<file path="config.mk">
export PLATFORM = sky130hd
export DESIGN_NAME = pkt_width_down
export DESIGN_NICKNAME = d
export VERILOG_FILES = /design/src/rtl/pkt_dn_pkg.sv /design/src/rtl/pkt_dn_hdr_calc.sv /design/src/rtl/pkt_dn_seq.sv /design/src/rtl/pkt_dn_mux.sv /design/src/rtl/pkt_width_down.sv
export SDC_FILE = /design/constraint.sdc
export NUM_CORES = 1
export LEC_CHECK = 0
export BUFFER_PORTS_ARGS = -buffer_cell sky130_fd_sc_hd__buf_2
export CAP_MARGIN = 10
export CORE_MARGIN = 4
export CORE_UTILIZATION = 55
export CTS_CLUSTER_DIAMETER = 80
export DETAILED_ROUTE_END_ITERATION = 6
export GPL_ROUTABILITY_DRIVEN = 0
export PLACE_DENSITY = 0.82
export SETUP_SLACK_MARGIN = 0.3
export SLEW_MARGIN = 15
export SYNTH_ARGS = -nofsm -noshare
export SYNTH_HDL_FRONTEND = slang
export SYNTH_SLANG_ARGS = --single-unit
</file>
<file path="constraint.sdc">
create_clock -name clk -period 16 [get_ports clk]
set_input_delay 0.8 -clock clk [delete_from_list [all_inputs] [get_ports clk]]
set_output_delay 0.8 -clock clk [all_outputs]
set_load 0.02 [all_outputs]
</file>
<file path="src/rtl/pkt_dn_pkg.sv">
package pkt_dn_pkg;

  localparam int HDR_W     = 64;
  localparam int MD_MAX    = 31;
  localparam int CNT_W     = 17;
  localparam int WTAG_LO   = 45;
  localparam int WTAG_HI   = 47;

  typedef enum logic [2:0] {
    PT_MGMT    = 3'd0,
    PT_STAT    = 3'd1,
    PT_CMD     = 3'd2,
    PT_CTRL    = 3'd4,
    PT_DATA    = 3'd6,
    PT_DATA_TS = 3'd7
  } pkt_type_e;

  typedef enum logic [1:0] {
    PH_HDR,
    PH_MD,
    PH_PL
  } phase_e;

  typedef struct packed {
    logic [5:0]  chan;
    logic        eob;
    logic        eov;
    logic [2:0]  ptype;
    logic [4:0]  n_md;
    logic [15:0] seq;
    logic [15:0] len;
    logic [15:0] dst;
  } hdr_t;

  function automatic logic [2:0] width_tag(input int w);
    return 3'($clog2(w / HDR_W));
  endfunction

endpackage

</file>
<file path="src/rtl/pkt_dn_hdr_calc.sv">
module pkt_dn_hdr_calc
  import pkt_dn_pkg::*;
#(
  parameter int IN_W  = 256,
  parameter int OUT_W = 64
) (
  input  hdr_t             hdr_in,
  output hdr_t             hdr_out,
  output logic             ts_sep,
  output logic             mgmt,
  output logic [4:0]       md_out,
  output logic [CNT_W-1:0] pay_out,
  output logic [CNT_W-1:0] total
);

  localparam int RATIO = IN_W / OUT_W;
  localparam int IN_B  = IN_W / 8;
  localparam int OUT_B = OUT_W / 8;

  int md_scaled;
  int md_cnt;
  int ts_i;
  int pay_b;
  int in_words;
  int nr_words;
  int pay_cnt;
  int len_o;

  always_comb begin
    md_scaled = int'(hdr_in.n_md) * RATIO;
    md_cnt    = (md_scaled > MD_MAX) ? MD_MAX : md_scaled;
    mgmt      = (hdr_in.ptype == PT_MGMT);
    ts_sep    = (OUT_W == HDR_W) && (hdr_in.ptype == PT_DATA_TS);
    ts_i      = ts_sep ? 1 : 0;
    pay_b     = int'(hdr_in.len) - IN_B * (1 + int'(hdr_in.n_md));
    in_words  = (pay_b + IN_B - 1) / IN_B;
    nr_words  = (pay_b + OUT_B - 1) / OUT_B;
    pay_cnt   = mgmt ? in_words : nr_words;
    len_o     = OUT_B * (1 + ts_i + md_cnt) + (mgmt ? in_words * OUT_B : pay_b);
    hdr_out       = hdr_in;
    hdr_out.n_md  = 5'(md_cnt);
    hdr_out.len   = 16'(len_o);
    md_out    = 5'(md_cnt);
    pay_out   = CNT_W'(pay_cnt);
    total     = CNT_W'(1 + ts_i + md_cnt + pay_cnt);
  end

endmodule

</file>
<file path="src/rtl/pkt_dn_seq.sv">
module pkt_dn_seq
  import pkt_dn_pkg::*;
#(
  parameter int RATIO = 4,
  parameter int SL_W  = 2
) (
  input  logic             clk,
  input  logic             rst,
  input  logic             in_valid,
  input  logic             in_last,
  input  logic             out_ready,
  input  logic             new_ts_sep,
  input  logic             new_mgmt,
  input  logic [4:0]       new_md_out,
  input  logic [4:0]       new_md_in,
  input  logic [CNT_W-1:0] new_pay_out,
  input  logic [CNT_W-1:0] new_total,
  output logic [SL_W-1:0]  slice,
  output logic             hdr_slot,
  output logic             pl_first,
  output logic             emit,
  output logic             last_word,
  output logic             adv,
  output logic             take_in
);

  phase_e           phase;
  logic             ts_q;
  logic             mgmt_q;
  logic [4:0]       md_q;
  logic [4:0]       md_left;
  logic [CNT_W-1:0] pay_q;
  logic [CNT_W-1:0] total_q;
  logic [CNT_W-1:0] ocnt;
  logic [CNT_W-1:0] pos;
  logic             last_slice;

  always_comb begin
    last_slice = (slice == SL_W'(RATIO - 1));
    hdr_slot   = (phase == PH_HDR) && (slice == '0);
    pl_first   = (phase == PH_PL) && mgmt_q && (pos == '0);
    case (phase)
      PH_HDR:  emit = hdr_slot || ((slice == SL_W'(1)) && ts_q);
      PH_MD:   emit = (pos < CNT_W'(md_q));
      default: emit = mgmt_q ? ((slice == '0) && ((pos >> SL_W) < pay_q))
                             : (pos < pay_q);
    endcase
    last_word = hdr_slot ? (new_total == CNT_W'(1))
                         : (ocnt == total_q - CNT_W'(1));
    adv       = in_valid && (!emit || out_ready);
    take_in   = last_slice && (!emit || out_ready);
  end

  always_ff @(posedge clk) begin
    if (rst) begin
      slice   <= '0;
      phase   <= PH_HDR;
      ts_q    <= 1'b0;
      mgmt_q  <= 1'b0;
      md_q    <= '0;
      md_left <= '0;
      pay_q   <= '0;
      total_q <= '0;
      ocnt    <= '0;
      pos     <= '0;
    end else if (adv) begin
      slice <= last_slice ? '0 : slice + SL_W'(1);
      if (emit) ocnt <= hdr_slot ? CNT_W'(1) : ocnt + CNT_W'(1);
      if (hdr_slot) begin
        ts_q    <= new_ts_sep;
        mgmt_q  <= new_mgmt;
        md_q    <= new_md_out;
        md_left <= new_md_in;
        pay_q   <= new_pay_out;
        total_q <= new_total;
      end
      if (last_slice) begin
        pos <= '0;
        if (in_last) begin
          phase <= PH_HDR;
        end else begin
          case (phase)
            PH_HDR: phase <= (md_left == 5'd0) ? PH_PL : PH_MD;
            PH_MD: begin
              md_left <= md_left - 5'd1;
              if (md_left == 5'd1) phase <= PH_PL;
              else pos <= pos + CNT_W'(1);
            end
            default: pos <= pos + CNT_W'(1);
          endcase
        end
      end else if (phase != PH_HDR) begin
        pos <= pos + CNT_W'(1);
      end
    end
  end

  // the lane counter never leaves the word
  always_comb begin
    if (!rst) assert_lane_range_R11: assert (32'(slice) < RATIO);
  end

endmodule

</file>
<file path="src/rtl/pkt_dn_mux.sv">
module pkt_dn_mux
  import pkt_dn_pkg::*;
#(
  parameter int IN_W  = 256,
  parameter int OUT_W = 64,
  parameter int RATIO = 4,
  parameter int SL_W  = 2
) (
  input  logic [IN_W-1:0]  in_data,
  input  logic [SL_W-1:0]  slice,
  input  logic             hdr_slot,
  input  logic             pl_first,
  input  hdr_t             hdr_new,
  output logic [OUT_W-1:0] out_data
);

  logic [OUT_W-1:0] lanes [RATIO];

  for (genvar g = 0; g < RATIO; g++) begin : g_lane
    assign lanes[g] = in_data[g*OUT_W +: OUT_W];
  end

  always_comb begin
    out_data = lanes[slice];
    if (hdr_slot) out_data[HDR_W-1:0] = hdr_new;
    else if (pl_first) out_data[WTAG_HI:WTAG_LO] = width_tag(OUT_W);
  end

endmodule

</file>
<file path="src/rtl/pkt_width_down.sv">
module pkt_width_down
  import pkt_dn_pkg::*;
#(
  parameter int IN_W   = 256,
  parameter int OUT_W  = 64,
  parameter int USER_W = 4
) (
  input  logic              clk,
  input  logic              rst,
  input  logic [IN_W-1:0]   in_data,
  input  logic [USER_W-1:0] in_user,
  input  logic              in_last,
  input  logic              in_valid,
  output logic              in_ready,
  output logic [OUT_W-1:0]  out_data,
  output logic [USER_W-1:0] out_user,
  output logic              out_last,
  output logic              out_valid,
  input  logic              out_ready
);

  localparam int RATIO = IN_W / OUT_W;
  localparam int SL_W  = (RATIO > 1) ? $clog2(RATIO) : 1;

  if (IN_W == OUT_W) begin : g_pass
    assign out_data  = in_data;
    assign out_user  = in_user;
    assign out_last  = in_last;
    assign out_valid = in_valid;
    assign in_ready  = out_ready;
  end else begin : g_conv
    hdr_t             hdr_new;
    logic             ts_sep;
    logic             mgmt;
    logic [4:0]       md_out;
    logic [CNT_W-1:0] pay_out;
    logic [CNT_W-1:0] total;
    logic [SL_W-1:0]  slice;
    logic             hdr_slot;
    logic             pl_first;
    logic             emit;
    logic             last_word;
    logic             adv;
    logic             take_in;
    hdr_t             hdr_in;

    assign hdr_in = hdr_t'(in_data[HDR_W-1:0]);

    pkt_dn_hdr_calc #(.IN_W(IN_W), .OUT_W(OUT_W)) hdr_calc_i (
      .hdr_in  (hdr_in),
      .hdr_out (hdr_new),
      .ts_sep  (ts_sep),
      .mgmt    (mgmt),
      .md_out  (md_out),
      .pay_out (pay_out),
      .total   (total)
    );

    pkt_dn_seq #(.RATIO(RATIO), .SL_W(SL_W)) seq_i (
      .clk         (clk),
      .rst         (rst),
      .in_valid    (in_valid),
      .in_last     (in_last),
      .out_ready   (out_ready),
      .new_ts_sep  (ts_sep),
      .new_mgmt    (mgmt),
      .new_md_out  (md_out),
      .new_md_in   (hdr_in.n_md),
      .new_pay_out (pay_out),
      .new_total   (total),
      .slice       (slice),
      .hdr_slot    (hdr_slot),
      .pl_first    (pl_first),
      .emit        (emit),
      .last_word   (last_word),
      .adv         (adv),
      .take_in     (take_in)
    );

    pkt_dn_mux #(.IN_W(IN_W), .OUT_W(OUT_W), .RATIO(RATIO), .SL_W(SL_W)) mux_i (
      .in_data  (in_data),
      .slice    (slice),
      .hdr_slot (hdr_slot),
      .pl_first (pl_first),
      .hdr_new  (hdr_new),
      .out_data (out_data)
    );

    assign out_valid = in_valid && emit;
    assign out_last  = last_word;
    assign out_user  = in_user;
    assign in_ready  = take_in;

    // Port-level observers for the properties below
    logic              mid_q;
    logic              seen_last_q;
    logic              await_hdr_q;
    logic [USER_W-1:0] user_q;

    always_ff @(posedge clk) begin
      if (rst) begin
        mid_q       <= 1'b0;
        seen_last_q <= 1'b0;
        await_hdr_q <= 1'b1;
        user_q      <= '0;
      end else begin
        if (out_valid && out_ready) begin
          mid_q       <= !out_last;
          user_q      <= out_user;
          await_hdr_q <= out_last;
        end
        if (in_valid && in_ready && in_last) seen_last_q <= 1'b0;
        else if (out_valid && out_ready && out_last) seen_last_q <= 1'b1;
      end
    end

    assert_hold_R11: assert property (@(posedge clk) disable iff (rst)
      out_valid && !out_ready |=> out_valid && $stable(out_data)
                                 && $stable(out_last) && $stable(out_user));

    assert_no_early_take_R11: assert property (@(posedge clk) disable iff (rst)
      in_valid && in_ready && out_valid |-> out_ready);

    assert_user_steady_R9: assert property (@(posedge clk) disable iff (rst)
      out_valid && mid_q |-> out_user == user_q);

    assert_last_in_time_R10: assert property (@(posedge clk) disable iff (rst)
      in_valid && in_ready && in_last |->
        seen_last_q || (out_valid && out_ready && out_last));

    assert_header_first_R2: assert property (@(posedge clk) disable iff (rst)
      out_valid && await_hdr_q |-> hdr_slot);
  end

endmodule

</file>
==> results of run 1 <==
## layer usage
metal  track usage  vias up  wire length (um)
li1              -     5325                 -
met1         0.467     5255             14800
met3         0.114      106              4170
met4         0.101       26              1100
met2         0.550      576             16700
met5             0        -               158
## stage by stage
step	hold WS, ps	total power (W)	worst slack, ps
floorplan	436	0.000538	8660
global placement	448	0.000663	8010
detailed placement	457	0.000670	7860
CTS	466	0.000866	7860
global route	496	0.000924	7380
finish	463	0.000874	7750
## sequential cells by signal, indices dropped and copies added, names as in the netlist
signal                flops
g_conv.seq_i.ts_q         1
g_conv.seq_i.pay_q       17
g_conv.seq_i.mgmt_q       1
g_conv.seq_i.phase        2
g_conv.seq_i.ocnt        17
g_conv.seq_i.pos         17
g_conv.seq_i.md_q         4
g_conv.seq_i.slice        2
g_conv.seq_i.md_left      5
g_conv.seq_i.total_q     17
## final cells by class
| type | instances | share of cell area |
|---|---|---|
| inverters | 58 | 0.0185 |
| flip-flops and latches | 83 | 0.142 |
| repair buffers | 337 | 0.145 |
| clock buffers | 11 | 0.0206 |
| well taps | 225 | 0.0239 |
| diodes | 5 | 0.00106 |
| multi-input cells | 1095 | 0.646 |
| clock inverters | 5 | 0.00319 |
## layout by cell type (no fill, tap or decap), drive strengths merged, types with 23 or more instances in the layout
master,synthesis,layout
xor2,37,37
buf,19,337
nand2,117,117
ha,73,73
a22oi,40,40
nor3,46,46
xnor2,57,57
nor2,133,133
and3,50,50
nand3,27,27
a211oi,23,23
mux2,44,44
o21ai,92,92
inv,57,58
dfxtp,83,83
a21oi,117,117
## report_power, final
| group | internal, W | switching (W) |
|---|---|---|
| clock | 0.000110 | 0.0000878 |
| sequential | 0.000218 | 0.0000148 |
| combinational | 0.000175 | 0.000268 |
## cell families after synthesis
group,count (synthesis),share of synthesized area
AO/OA/AOI/OAI,366,0.238
XOR/XNOR,94,0.0845
adder cells (fa/ha/maj),79,0.102
buffers and inverters,148,0.0603
flip-flops,83,0.169
multiplexers,72,0.106
other,1,0.000381
AND/OR/NAND/NOR,480,0.240
## worst reg2reg max path: cells and delay by family, from the launching register on
kind,cells,cell delay [ps]
flip-flops,1,1120
AO/OA/AOI/OAI,3,1060
buffers and inverters,3,1240
AND/OR/NAND/NOR,4,1440
adder cells (fa/ha/maj),1,330
## worst max path at each step
stage	cells after the start	end	startpoint	slack (ps)
2_1_floorplan	29	out_last	in_data[48]	8660
3_3_place_gp	29	out_last	in_data[48]	8010
3_5_place_dp	29	out_last	in_data[48]	7860
4_1_cts	29	out_last	in_data[48]	7860
5_1_grt	29	out_last	in_data[48]	7380
6_report	29	out_last	in_data[48]	7750
==> run summary, run 1 <==
The run finished with clean final reports. TritonCTS built the clock tree. In this design, the stage delay of the slowest critical-path cell is 560 ps. Together, buffers and inverters on the worst path number 2.

The run gives 10592 as the number of global-route vias before repair. The first TritonRoute pass finished after 5 iterations. Setup repair after global routing left no endpoint under its margin.

The synthesized design spends more area on one cell type than any other, namely sky130_fd_sc_hd__dfxtp_1. The worst hold path was traced through 2 stages. The power per cell area was 74.2 mW/mm2; the average footprint of a synthesized cell was 7.43 um2. After detailed placement, the total cell area comes to 0.0115 mm2.

The proportion of netlist area held by the largest area contributor was 0.169. In this run, distinct cell masters in the synthesized netlist total 83. The reported max-cap violation count came out at 0. The register bit total from synthesis works out to 83. In this run, synthesis inferred 0 flip-flops with an integrated enable. The startpoint of the worst-slack reg-to-reg timing path is g_conv.seq_i.slice[1]. In this run the post-CTS setup repair buffer count came out at 0. The footprint of the flip-flops and latches is 0.00167 mm2, and the hold violation total from the final report is 0.

The detailed router placed 11288 vias in this run. The run gives 0 as the final antenna-violating net count. During placement, the flow inserted port buffers numbering 327. Once placement completed, the tool counted placed cells totaling 1798. The worst register-to-register path ends at g_conv.seq_i.ocnt[3].

In the final routed layout, each cell accounts on average for 20.3 um. For this design the static power due to leakage is 5.14 nW. The relative slew slack is 0.217. The family with the most delay on the worst path was simple AND/OR/NAND/NOR gates. The path class of the tightest hold or removal check is flip-flop to flip-flop. The worst hold path terminates at g_conv.seq_i.pay_q[4]. The largest individual stage delay along the critical path comes from the cell sky130_fd_sc_hd__or4_1. The cell sitting at the root of the clock tree is a sky130_fd_sc_hd__clkbuf_16.

The data arrival time of the worst path was 7450 ps. The run gives 0.00761 mm2 as the multi-input gate area in the final layout. The tools report the die footprint as 0.0201 mm2. After detailed routing, the number of vias per cell comes to 6.21. After clock tree synthesis, the clock-pin slew on the worst setup and hold paths is 60 ps.

The logs give 0 for the post-cts repair resize count and 980 for the violation count after the first detailed-routing iteration. The tools report the global-route wire length before repair as 56800 um. The die width is 142 um, and the fraction of the cycle the final worst path needs is 0.515. The combined global-route utilization of all metal layers is 0.352. Row generation in the floorplan step produced 48 rows. Setup violations remaining at the end of the flow were counted as 0. In the post-synthesis netlist, the biggest area contributors are sky130_fd_sc_hd__dfxtp_1, sky130_fd_sc_hd__ha_1, sky130_fd_sc_hd__a21oi_1. The critical path in this run is classified as input port to output pin. The relative area change from synthesis to final layout was 19.7%. Counting cells, the worst reg-to-reg path comes to 11. The total DRC errors in the routed layout is 0. The logs give 0.676 for the post-layout utilization of the core and 1819 for the post-layout instance count excluding filler cells. The worst path required time is 15200 ps, and the final critical delay including setup and external delays is 8250 ps.

For the pin count of the biggest net entering global routing, the log shows 109. The prevailing post-synth register cell is sky130_fd_sc_hd__dfxtp_1. The sink count of the clock tree is 83, and the share of the yosys chip area belonging to registers is 0.169. The total number of H-tree levels was 3; the peak clock frequency supported by timing was 0.121 GHz. Summing every instance area after synthesis gives 0.00984 mm2. The clock passes through at most 2 buffers. The die height is 142 um.

The share of flip-flops with an asynchronous set or reset after synthesis came out at 0. The critical path's most frequent cell was sky130_fd_sc_hd__ha_1. The worst setup path is captured at an output pin.

The fraction of layout instances using a drive strength above 1 was 0.281. For the worst clock skew on the final layout, the log shows 10.2 ps. The internal reg-to-reg setup slack is 10660 ps, and the final standard cell area without fillers is 0.0118 mm2. The number of antenna violations at the first check in global routing came out at 18. Synthesis warning total: 0. The tools report the gate count after technology mapping as 1323.

The number of nets in the final layout was 1925; the HPWL reported at the end of detailed placement was 29700 um. For the pin with the worst max-slew slack, the measured transition is 1170 ps. The clock reaches the later pin of the worst-skew pair after 350 ps.

The maximum ir drop on the vdd rail is 60.2 uV. Counting instances in the post-synthesis netlist gives the leading cell types as sky130_fd_sc_hd__nor2_1, sky130_fd_sc_hd__nand2_1, sky130_fd_sc_hd__a21oi_1, sky130_fd_sc_hd__o21ai_0, sky130_fd_sc_hd__dfxtp_1. The placeable core area was 0.0174 mm2.

In this run the most critical hold path is launched from g_conv.seq_i.pay_q[4]. The number of clock buffers added by TritonCTS is 9. After global routing the overflow that remains totals 0. The most common cell in the synthesized netlist is sky130_fd_sc_hd__nor2_1.

Peak fanout along the critical path: 9. Fill cells in the final layout number 1501. The initial standard-cell utilization of the core was 0.565.

STA classifies the critical path startpoint as an input port. The run gives 0 as the total count of max-transition violations in the final report. Adding up every negative setup slack in the final design gives 0 ps. The tools report the final wirelength as 36900 um. The number of hold buffers added after CTS was 0. 336 I/O pins were placed.
Note: power is estimated with default switching activity, not from simulation.
==> inputs of run 2 (changes only) <==
- CORE_UTILIZATION: 55 -> 52
- PLACE_DENSITY: 0.82 -> 0.78
- clock period: 16 -> 8.1 ns (I/O delays scaled with it)
==> run 2 against run 1 <==
  * Clock skew fell by 4.2 ps
  * Wire length rose by 1.9%
  * Utilization fell by 4.2 points
  * Sequential share of layout area fell by 0.063 points
  * Final area rose by 0.45%
  * Total power rose by 100%
  * Largest cell class unchanged
==> run summary, run 2 (synthesis results as in run 1) <==
The flow ran to the end, and the final reports show no timing, DRC or antenna violations. The final wirelength was 37700 um (+1.9%). The total count of max-transition violations in the final report is 0 (unchanged). The tools report the deepest clock path buffer count as 2 (unchanged). The worst slack on hold paths was 443 ps (-20.2 ps); the slew at the pin with the worst max-slew slack was 1170 ps (-3.19 ps). The run gives 5.16 nW (+0.40%) as the leakage power. The tools report the number of nets in the final layout as 1925 (unchanged).

The logs give 6.09 ps (-4.15 ps) for the worst clock skew on the final layout and 0.136 GHz for the peak clock frequency supported by timing. The die height was 146 um (+2.7%); the violation count after the first detailed-routing iteration was 969 (-1.1%). The cell family contributing the most delay on the critical path is compound AO/OA/AOI/OAI gates. The tools report the buffer type at the clock tree root as sky130_fd_sc_hd__clkbuf_16. The relative slew slack was 0.219 (+0.00213). The fraction of layout instances using a drive strength above 1 works out to 0.282 (+0.000629).

In the layout the commonest cells are sky130_fd_sc_hd__buf_2, sky130_fd_sc_hd__nor2_1, sky130_fd_sc_hd__nand2_1, sky130_fd_sc_hd__a21oi_1, sky130_fd_sc_hd__o21ai_0. The placeable core area was 0.0186 mm2 (+7.0%); the number of vias per cell after detailed routing was 6.18 (-0.41%). The detailed-route wire length per cell is 20.6 um (+1.4%). The number of endpoints failing setup at the final stage is 0 (unchanged), and the maximum ir drop on the vdd rail is 105 uV (+74%). The library cell used most frequently in the layout, excluding fill and tap cells, is sky130_fd_sc_hd__buf_2. The pin count of the biggest net entering global routing is 109 (unchanged), and the peak fanout along the critical path is 9 (unchanged). The data arrival time of the worst path is 6930 ps (-520 ps), and the fraction of the cycle the final worst path needs is 0.906. Count of standard-cell rows: 50 (+4.2%). The tools report the hold violation total from the final report as 0 (unchanged).

Among all stages on the critical path, the largest delay is contributed by sky130_fd_sc_hd__or4_1. The die width is 146 um (+2.7%), and the first-pass detailed-route iteration total is 6 (+1). Worst path required time: 7700 ps (-7500 ps). The critical path's largest stage delay is 560 ps (about the same). For the number of ports placed on the die boundary, the log shows 336 (unchanged). The total number of H-tree levels is 3 (unchanged), and the initial standard-cell utilization of the core is 0.528 (-0.0371). The run gives 350 ps (about the same) as the clock insertion delay at the later pin of the skew report. The number of antenna violations at the first check in global routing was 11 (-7); the reported max-cap violation count was 0 (unchanged). The global-route wire length before repair is 58000 um (+2.2%), and the clock edge transition at the registers on the reported setup and hold paths is 60 ps (about the same). The path type of the worst min-delay path is input port to flip-flop. Setup repair after global routing left no endpoint under its margin. The critical path's most frequent cell is sky130_fd_sc_hd__ha_1. TritonCTS built the clock tree.

The worst path buffer plus inverter count was 2 (unchanged); the port buffer count was 327 (unchanged). The logs give 0 (unchanged) for the total DRC errors in the routed layout and 0 (unchanged) for the post-CTS setup buffer count. The final antenna-violating net count is 0 (unchanged). Relative area change from synthesis to final layout: 20.3%. The worst setup path is launched from an input port. The logs give 0 (unchanged) for the remaining global-route overflow and 11297 (+0.080%) for the detailed-route via count. The combined global-route utilization of all metal layers is 0.338 (-0.0147), and the power per cell area is 151 mW/mm2 (+100%).

Final total negative setup slack: 0 ps (unchanged). The tools report the die footprint as 0.0212 mm2 (+5.4%). The logs give 83 (unchanged) for the sink count of the clock tree and 30400 um (+2.1%) for the HPWL reported at the end of detailed placement. Subtracting the final worst setup slack from the clock period gives 7340 ps.

The number of global-route vias before repair is 10690 (+0.93%). The worst setup path is of the input port to output pin kind. The type of destination of the critical path is an output pin. The total CTS buffers is 9 (unchanged).
## run 2: cell count changes in the layout (fill, tap and decap cells not counted), sizes merged
cell,delta
clkbuf,-1
clkinv,+1
bufinv,+2
inv,-1
clkinvlp,-1
## run 2: layer usage
metal,global-route usage,vias to the layer above,share of wire
met2,0.546,591,0.46
li1,-,5319,-
met1,0.434,5272,0.39
met4,0.0997,12,0.030
met3,0.107,103,0.12
met5,0,-,0.0021
## run 2: what timing repair did
action                     4_1_cts  5_1_grt
gates resized for setup          0        1
hold buffers                     0        0
setup endpoints to repair        0        1
## run 2: tightest hold or removal path, stage by stage
cell	delay (ps)
sky130_fd_sc_hd__buf_2	120
sky130_fd_sc_hd__nor2_1	50
sky130_fd_sc_hd__mux2i_1	120
sky130_fd_sc_hd__nor2_1	50
## run 2: final cells by class
type                       count  area (um2)
multi-input combinational   1095        7610
fill                        1657        6810
timing repair buffer         337        1710
sequential                    83        1670
tap                          234         293
clock buffer                  10         229
inverter                      58         218
clock inverter                 6        90.1
antenna                        5        12.5
## run 2: stage by stage
step	setup WS (ps)	utilization	area (um2)	total power, W	instances
2_1_floorplan	1550	-	9850	0.00106	1326
3_3_place_gp	893	0.617	11500	0.00131	1807
3_5_place_dp	761	0.617	11500	0.00133	1807
4_1_cts	734	0.634	11800	0.00178	1823
5_1_grt	322	0.634	11800	0.00189	1827
6_report	761	0.634	11800	0.00179	1828
## run 2: power by group
part           internal [W]  switching, W
clock network      0.000271      0.000175
logic              0.000346      0.000539
registers          0.000431     0.0000298
total               0.00105      0.000744
## run 2: final timing paths
check,from,to,slack [ps],depth (start not counted)
worst max-delay path,in_data[49],out_last,760,29
worst min-delay path,in_last,g_conv.seq_i.phase[1],440,4
worst max register to register,g_conv.seq_i.slice[1],g_conv.seq_i.total_q[16],2630,11
worst min register to register,g_conv.seq_i.pay_q[5],g_conv.seq_i.pay_q[5],460,2
==> inputs of run 3 (changes only) <==
- CORE_MARGIN: 4 -> unset
- GPL_TIMING_DRIVEN: unset -> 0
- RECOVER_POWER: unset -> 25
==> run 3 against run 2 <==
  * Flip-flop and latch count is the same
  * Sequential power shrank 2%
  * Cell count grew 4.2%
  * Via count grew 4.4%
  * Critical endpoint unchanged
  * Largest cell class unchanged
==> run summary, run 3 (synthesis results as in run 1) <==
The critical path's largest stage delay was 560 ps (about the same). The remaining global-route overflow is 0 (unchanged), and the reported max-cap violation count is 0 (unchanged). Internal reg-to-reg setup slack: 2950 ps (+320 ps). The number of buffers inserted by hold repair at cts came out at 0 (unchanged). Compared with the post-synthesis result, the final layout area differs by 23.0%.

The post-layout instance count excluding filler cells is 1904 (+4.2%). Setup repair after global routing left no endpoint under its margin. The root buffer cell chosen for the clock tree is sky130_fd_sc_hd__clkbuf_16.

The pin count of the biggest net entering global routing was 14 (-87%); the fraction of the cycle the final worst path needs was 0.939 (+0.0325). The power per cell area is 150 mW/mm2 (-1.3%). The leakage power was 5.23 nW (+1.4%). The number of endpoints failing setup at the final stage was 0 (unchanged); the number of vias per cell after detailed routing was 6.19 (+0.22%).

STA classifies the critical path startpoint as an input port. The final wirelength was 39700 um (+5.4%); the detailed-route wire length per cell was 20.9 um (+1.2%). On the critical path, the stage with the largest delay is an instance of sky130_fd_sc_hd__or4_1. The run gives 7200 ps (+270 ps) as the data arrival time of the worst path. For the peak clock frequency supported by timing, the log shows 0.132 GHz (-3.5%). The run gives 7 (+1) as the first-pass detailed-route iteration total. The logs give 0 (unchanged) for the hold violation total from the final report and 6 (-5) for the number of antenna violations at the first check in global routing. The die height was 140 um (-4.1%); the number of nets in the final layout was 2009 (+4.4%).

The die width was 140 um (-4.1%). The final total negative setup slack is 0 ps (unchanged), and the relative slew slack is 0.331 (+0.112). Port buffer count: 330 (+0.92%).

TritonCTS built the clock tree. The setup slack at placement is 549 ps (-212 ps). For the area of placed instances, the log shows 0.0118 mm2 (+2.5%).

The final antenna-violating net count is 0 (unchanged), and the final standard cell area without fillers is 0.0121 mm2 (+2.3%). The tools report the violation count after the first detailed-routing iteration as 1124 (+16%). The critical path is of the input port to output pin type.

The clock insertion delay at the later pin of the skew report came out at 340 ps (about the same). The peak fanout along the critical path works out to 9 (unchanged). The die footprint was 0.0195 mm2 (-8.1%); the count of standard-cell rows was 49 (-2.0%). The number of ports placed on the die boundary is 336 (unchanged), and the fraction of layout instances using a drive strength above 1 is 0.259 (-0.0230). Commonest non-fill, non-tap cell in the layout: sky130_fd_sc_hd__buf_2.

The clock edge transition at the registers on the reported setup and hold paths is 60 ps (about the same). The combined global-route utilization of all metal layers was 0.402 (+0.0638); the slew at the pin with the worst max-slew slack was 995 ps (-176 ps). The run gives 11793 (+4.4%) as the detailed-route via count. For the total count of max-transition violations in the final report, the log shows 0 (unchanged). The flow ran to the end, and the final reports show no timing, DRC or antenna violations.

The cell that appears most often on the critical path is sky130_fd_sc_hd__ha_1. The total number of H-tree levels was 3 (unchanged); the global-route wire length before repair was 60800 um (+4.8%). The tools report the overall power as 0.00181 W (+0.98%). The number of cells in the design after placement is 1885 (+4.3%). The run gives 2 (unchanged) as the deepest clock path buffer count.

The logs give 497 ps (-263 ps) for the final worst-path setup slack and 0 (unchanged) for the total DRC errors in the routed layout. The tools report the worst clock skew on the final layout as 7.63 ps (+1.54 ps). The initial standard-cell utilization of the core is 0.538 (+0.0108), and the number of global-route vias before repair is 11103 (+3.9%). Sink count of the clock tree: 83 (unchanged).

The total CTS buffers is 9 (unchanged), and the HPWL reported at the end of detailed placement is 33300 um (+9.5%). The worst path required time was 7700 ps (about the same). The final critical delay including setup and external delays is 7600 ps (+263 ps). The type of destination of the critical path is an output pin. The maximum ir drop on the vdd rail is 89.2 uV (-15%). The path class of the tightest hold or removal check is flip-flop to flip-flop. The library cells used most frequently in the layout, excluding fill and tap cells, are sky130_fd_sc_hd__buf_2, sky130_fd_sc_hd__nor2_1, sky130_fd_sc_hd__nand2_1. Placeable core area: 0.0183 mm2 (-2.0%).
==> run 3: path summary, 6_finish.rpt <==
check | from | to | depth (start not counted)
max | in_data[48] | out_last | 31
min | g_conv.seq_i.pay_q[7] | g_conv.seq_i.pay_q[7] | 2
max reg2reg | g_conv.seq_i.slice[1] | g_conv.seq_i.ocnt[9] | 16
min reg2reg | g_conv.seq_i.pay_q[7] | g_conv.seq_i.pay_q[7] | 2
==> run 3: area by class of cell <==
| class | instances | area (um2) |
|---|---|---|
| inverter | 58 | 218 |
| buffer | 90 | 375 |
| sequential | 83 | 1660 |
| timing repair buffer | 331 | 1640 |
| tap | 229 | 287 |
| multi-input combinational | 1095 | 7600 |
| clock buffer | 11 | 233 |
| fill | 1644 | 6170 |
| clock inverter | 4 | 76.3 |
| antenna | 3 | 7.51 |
==> run 3: per-stage QoR <==
stage | hold slack, ps | util
2_1_floorplan | 436 | -
3_3_place_gp | 446 | 0.645
3_5_place_dp | 453 | 0.645
4_1_cts | 461 | 0.662
5_1_grt | 483 | 0.662
6_report | 461 | 0.662
==> run 3: report_power, final <==
group / switching (W) / internal, W / leakage (nW) / total (W)
sequential: 0.0000212 / 0.000431 / 0.675 / 0.000452
clock: 0.000165 / 0.000269 / 0.146 / 0.000434
combinational: 0.000567 / 0.000356 / 4.41 / 0.000923
total: 0.000753 / 0.00106 / 5.23 / 0.00181
==> run 3: timing repair <==
action                                 in CTS  in global routing
endpoints found under the hold margin       0                  0
setup endpoints to repair                   0                  1
resized for setup                           0                  3
buffers inserted                            0                  1
==> run 3: metal layers <==
metal / vias to the layer above / wire length, um / track usage
li1: 5487 / - / -
met2: 675 / 17700 / 0.638
met3: 106 / 4940 / 0.117
met4: 6 / 1280 / 0.129
met1: 5519 / 15700 / 0.522
met5: - / 36 / 0
==> run 3: critical path, delay by kind of cell <==
kind                     cells  cell delay [ps]
AND/OR/NAND/NOR              9             2010
AO/OA/AOI/OAI               10             1890
adder cells (fa/ha/maj)      6             1810
buffers and inverters        4              690
XOR/XNOR                     2              390
